==> config.mk <==
export PLATFORM = sky130hd
export DESIGN_NAME = vblank_line_gen
export DESIGN_NICKNAME = d
export VERILOG_FILES = /design/src/rtl/vblank_pkg.sv /design/src/rtl/vblank_done_tracker.sv /design/src/rtl/vblank_pix_counter.sv /design/src/rtl/vblank_line_gen.sv
export SDC_FILE = /design/constraint.sdc
export NUM_CORES = 1
export LEC_CHECK = 0
export BUFFER_PORTS_ARGS = -buffer_cell sky130_fd_sc_hd__buf_4
export CAP_MARGIN = 20
export CELL_PAD_IN_SITES_DETAIL_PLACEMENT = 1
export CELL_PAD_IN_SITES_GLOBAL_PLACEMENT = 1
export CORE_MARGIN = 8
export CORE_UTILIZATION = 36
export CTS_CLUSTER_DIAMETER = 30
export DETAILED_ROUTE_END_ITERATION = 8
export PLACE_DENSITY = 0.81
export SLEW_MARGIN = 20
export SYNTH_ARGS = -nofsm -noshare
export SYNTH_HDL_FRONTEND = slang
export SYNTH_SLANG_ARGS = --single-unit
==> constraint.sdc <==
create_clock -name clk -period 4.45 [get_ports clk]
set_input_delay 0.445 -clock clk [delete_from_list [all_inputs] [get_ports clk]]
set_output_delay 0.445 -clock clk [all_outputs]
set_load 0.02 [all_outputs]
==> src/rtl/vblank_pkg.sv <==
package vblank_pkg;
    typedef enum logic [1:0] {
        ST_IDLE   = 2'd0,
        ST_ACTIVE = 2'd1,
        ST_BLANK  = 2'd2
    } vb_state_e;
endpackage

==> src/rtl/vblank_done_tracker.sv <==
// Holds per-channel and global completion pulses until the next frame start
module vblank_done_tracker #(
    parameter int NUM_CH = 4
) (
    input  logic              clk,
    input  logic              rst_n,
    input  logic              clear,
    input  logic [NUM_CH-1:0] ch_eop,
    input  logic [NUM_CH-1:0] ch_en,
    input  logic              glb_en,
    input  logic              glb_done,
    output logic              all_done
);
    logic [NUM_CH-1:0] eop_seen_q;
    logic              glb_seen_q;
    logic [NUM_CH-1:0] ch_ok;

    always_ff @(posedge clk) begin
        if (!rst_n) begin
            eop_seen_q <= '0;
            glb_seen_q <= 1'b0;
        end else if (clear) begin
            eop_seen_q <= '0;
            glb_seen_q <= 1'b0;
        end else begin
            eop_seen_q <= eop_seen_q | ch_eop;
            glb_seen_q <= glb_seen_q | glb_done;
        end
    end

    // a pulse counts in the cycle it arrives as well as afterwards
    for (genvar i = 0; i < NUM_CH; i++) begin : g_ch
        assign ch_ok[i] = !ch_en[i] || eop_seen_q[i] || ch_eop[i];
    end

    assign all_done = (&ch_ok) && (!glb_en || glb_seen_q || glb_done);
endmodule

==> src/rtl/vblank_pix_counter.sv <==
// Pixel position within a dummy line; wraps at the effective width
module vblank_pix_counter #(
    parameter int WIDTH_W = 12
) (
    input  logic               clk,
    input  logic               rst_n,
    input  logic               clr,
    input  logic               run,
    input  logic [WIDTH_W-1:0] frame_width,
    output logic               at_first,
    output logic               at_last
);
    logic [WIDTH_W-1:0] pos_q;
    logic [WIDTH_W-1:0] last_pos;

    assign last_pos = (frame_width == '0) ? '0 : frame_width - 1'b1;
    assign at_first = (pos_q == '0);
    assign at_last  = (pos_q == last_pos);

    always_ff @(posedge clk) begin
        if (!rst_n || clr) begin
            pos_q <= '0;
        end else if (run) begin
            pos_q <= at_last ? '0 : pos_q + 1'b1;
        end
    end
endmodule

==> src/rtl/vblank_line_gen.sv <==
module vblank_line_gen
    import vblank_pkg::*;
#(
    parameter int WIDTH_W = 12,
    parameter int NUM_CH  = 4,
    parameter int DATA_W  = 16
) (
    input  logic               clk,
    input  logic               rst_n,
    input  logic               frame_start,
    input  logic               last_line_done,
    input  logic [WIDTH_W-1:0] frame_width,
    input  logic [NUM_CH-1:0]  ch_eop,
    input  logic [NUM_CH-1:0]  ch_en,
    input  logic               glb_en,
    input  logic               glb_done,
    input  logic               line_mode,
    output logic [DATA_W-1:0]  pix_data,
    output logic               pix_valid,
    output logic               pix_sol,
    output logic               pix_eol,
    output logic               blank_active
);
    vb_state_e state_q, state_d;
    logic      all_done;
    logic      at_first, at_last;
    logic      start_frame;
    logic      run_pix;

    assign start_frame = (state_q == ST_IDLE) && frame_start;
    assign run_pix     = (state_q == ST_BLANK) && !all_done;

    vblank_done_tracker #(.NUM_CH(NUM_CH)) u_track (
        .clk      (clk),
        .rst_n    (rst_n),
        .clear    (start_frame),
        .ch_eop   (ch_eop),
        .ch_en    (ch_en),
        .glb_en   (glb_en),
        .glb_done (glb_done),
        .all_done (all_done)
    );

    vblank_pix_counter #(.WIDTH_W(WIDTH_W)) u_cnt (
        .clk         (clk),
        .rst_n       (rst_n),
        .clr         (state_q != ST_BLANK),
        .run         (run_pix),
        .frame_width (frame_width),
        .at_first    (at_first),
        .at_last     (at_last)
    );

    // state register
    always_ff @(posedge clk) begin
        if (!rst_n) state_q <= ST_IDLE;
        else        state_q <= state_d;
    end

    // next-state logic
    always_comb begin
        state_d = state_q;
        unique case (state_q)
            ST_IDLE: begin
                if (frame_start) state_d = ST_ACTIVE;
            end
            ST_ACTIVE: begin
                if (last_line_done) begin
                    if (line_mode || all_done) state_d = ST_IDLE;
                    else                       state_d = ST_BLANK;
                end
            end
            ST_BLANK: begin
                if (all_done) state_d = ST_IDLE;
            end
            default: state_d = ST_IDLE;
        endcase
    end

    // outputs
    always_comb begin
        pix_data     = '0;
        pix_valid    = 1'b0;
        pix_sol      = 1'b0;
        pix_eol      = 1'b0;
        blank_active = 1'b0;
        unique case (state_q)
            ST_IDLE, ST_ACTIVE: ;
            ST_BLANK: begin
                blank_active = 1'b1;
                pix_valid    = !all_done;
                pix_sol      = !all_done && at_first;
                pix_eol      = !all_done && at_last;
            end
            default: ;
        endcase
    end
endmodule

==> results.sh <==
export IMPL_final_max_slew_viol_count=0
export IMPL_hold_viol_final=0
export IMPL_grt_pass1_vias=1432
export IMPL_hp_class="primary input to register"
export IMPL_relSlewSlack=0.6216
export IMPL_async_flop_share=0
export IMPL_status="finished, final reports clean"
export IMPL_clock_fmax_ghz=0.2503
export IMPL_antenna_found_initial=0
export IMPL_ant_nets=0
export IMPL_die_width_um=81.33
export IMPL_cts_resized=0
export IMPL_post_route_period_util=0.8979
export IMPL_clk_latency_ps=250
export IMPL_grt_overflow=0
export IMPL_finalSetupViolations=0
export IMPL_setup_tns_ps=0
export IMPL_cts_sinks=19
export IMPL_core_area_um2=4058
export IMPL_ys_seq_area_frac=0.2476
export IMPL_final_instance_count_excl_fill=274
export IMPL_synth_compound_area_share=0.1336
export IMPL_grt_usage=0.1255
export IMPL_fin_skew_ps=2.085
export IMPL_worst_pin_slew_ps=566.3
export IMPL_vias=1422
export IMPL_antennaDiodeCount=0
export IMPL_synth_ff_type="dfxtp_1"
export IMPL_grt_util_met3=0.03753
export IMPL_synth_edf_count=0
export IMPL_p_leak_nw=0.6397
export IMPL_maxCapViolCount=0
export IMPL_io_buffers=30
export IMPL_ys_types=47
export IMPL_grt_most_used_layer="met2"
export IMPL_critPathCaptureType="output pin"
export IMPL_cts_root_buffer="clkbuf_8"
export IMPL_htree_levels=1
export IMPL_finalNetCount=255
export IMPL_hpwlAfterDp_um=3268
export IMPL_rows=23
export IMPL_dieArea_um2=6615
export IMPL_synthSimpleGateAreaFrac=0.3103
export IMPL_ys_warnings_count=0
export IMPL_synth_adder_area_share=0.02443
export IMPL_clockBufferDepth=2
export IMPL_ir_worst_vdd_v=0.0001289
export IMPL_critPathLaunchType="primary input"
export IMPL_initial_utilization=0.3787
export IMPL_synth_xor_xnor_area_share=0.1254
export IMPL_cp_required_ps=4010
export IMPL_cp_max_fo=6
export IMPL_io_pin_count=47
export IMPL_synth_top_family_by_area="simple AND/OR/NAND/NOR gates"
export IMPL_numCtsBuffers=3
export IMPL_met2_usage=0.2053
export IMPL_avgViaCountPerCell=5.190
export IMPL_crit_arrival_ps=3550
export IMPL_drive_gt1_frac=0.1875
export IMPL_postCtsHoldBufs=0
export IMPL_syn_avg_cell_area_um2=7.644
export IMPL_clk_pin_slew_worst_paths_ps=70
export IMPL_p_per_area_nw_per_um2=211.6
export IMPL_die_h_um=81.33
export IMPL_final_min_clock_period_ps=3996
export IMPL_first_pass_iters=4
export IMPL_gp_congestion=0.8326
export IMPL_grt_max_degree=13
export IMPL_routedWlPerCell_um=14.71
export IMPL_gr_usage_met1=0.1581
export IMPL_syn_area_um2=1536
export IMPL_p_total_uw=371.7
export IMPL_muxShareOfSynthArea=0.02606
export IMPL_grt_first_pass_wirelength_um=6644
export IMPL_drtIter0Drc=55
export IMPL_finalWirelength_um=4031
export IMPL_cts_tree="yes"
export IMPL_postCtsSetupRepairBufs=0
export IMPL_syn2layout_area_growth_pct=14.33
export IMPL_ys_seq_elements=19
export IMPL_worstSetupPathType="primary input to output pin"
export IMPL_rsz0062_at_grt="false"
export IMPL_drt_drc_violations_left=0
export IMPL_synth_cells=201
export IMPL_dp_cells=270
metal layers:
layer  vias up  wire length (um)
met4         0                17
met2        30              1829
met5         -                 0
met1       669              1929
li1        721                 -
met3         2               255
final cells by class:
class | count | area (um2)
fillers | 531 | 2301
multi-input cells | 164 | 1012
flip-flops and latches | 19 | 380.4
repair buffers | 31 | 232.7
well taps | 50 | 62.56
clock buffers | 3 | 41.29
inverters | 6 | 22.52
clock inverters | 1 | 5.005
placed cells by master, fill, tap and decap left out, types with 3 or more instances in the layout:
master,netlist,layout
nor2_1,35,35
conb_1,1,16
mux2i_1,4,4
xnor2_1,12,12
xor2_1,10,10
nor4_1,3,3
nand3_1,4,4
nand2b_1,3,3
nor3_1,11,11
a21oi_1,5,5
dfxtp_1,19,19
buf_4,16,31
nand2_1,11,11
nand4_1,7,7
o21ai_0,4,4
inv_1,6,6
or3_1,4,4
ha_1,3,3
clkbuf_8,0,3
Yosys cell counts, types with 3 or more instances:
library cell / count / area (um2)
nor2_1: 35 / 131.4
dfxtp_1: 19 / 380.4
buf_4: 16 / 120.1
xnor2_1: 12 / 105.1
nand2_1: 11 / 41.29
nor3_1: 11 / 55.05
xor2_1: 10 / 87.58
clkbuf_1: 8 / 30.03
nand4_1: 7 / 43.79
inv_1: 6 / 22.52
a21oi_1: 5 / 25.02
mux2i_1: 4 / 40.04
nand3_1: 4 / 20.02
o21ai_0: 4 / 20.02
or3_1: 4 / 25.02
ha_1: 3 / 37.54
nand2b_1: 3 / 18.77
nor4_1: 3 / 18.77
worst max-delay path, stage by stage:
cell    delay, ps
buf_4         130
inv_1          70
ha_1          190
or4b_1        590
or4_4         620
or3_1         320
a22o_1        210
or4_4         550
nor3_1        240
buf_4         180
cells by family after synthesis:
group | Yosys count
compound gates | 26
xor+xnor | 22
fa+ha+maj | 3
buf+inv | 33
flops | 19
mux | 4
other cells | 1
simple gates | 93
flip-flops by register name, indices dropped and copies added, names as in the netlist:
register,count
state_q,2
u_cnt.pos_q,12
u_track.eop_seen_q,4
u_track.glb_seen_q,1
per-stage QoR:
step | cell area, um2 | utilization | setup WS (ps) | hold WS (ps)
CTS | 1757 | 0.4329 | 443.3 | 416.9
floorplan | 1593 | - | 634.7 | 436.0
global route | 1757 | 0.4329 | 329.0 | 424.9
detailed placement | 1710 | 0.4215 | 456.8 | 454.3
global placement | 1710 | 0.4215 | 505.2 | 445.1
finish | 1757 | 0.4329 | 454.1 | 419.9
path summary, 6_finish.rpt:
kind                          from                     to  slack, ps  cells after the start
max                 frame_width[0]                pix_eol        450                     10
max reg2reg         u_cnt.pos_q[6]         u_cnt.pos_q[4]       1700                      7
min reg2reg  u_track.eop_seen_q[2]  u_track.eop_seen_q[2]        460                      2
min                      ch_eop[2]  u_track.eop_seen_q[2]        420                      3
power breakdown:
part	internal, mW	leakage (nW)	switching (mW)
Clock	0.0622	0.0255	0.0577
Combinational	0.0324	0.460	0.0440
Sequential	0.174	0.154	0.00137
Total	0.269	0.640	0.103
Power figures use the tool's default switching activity.
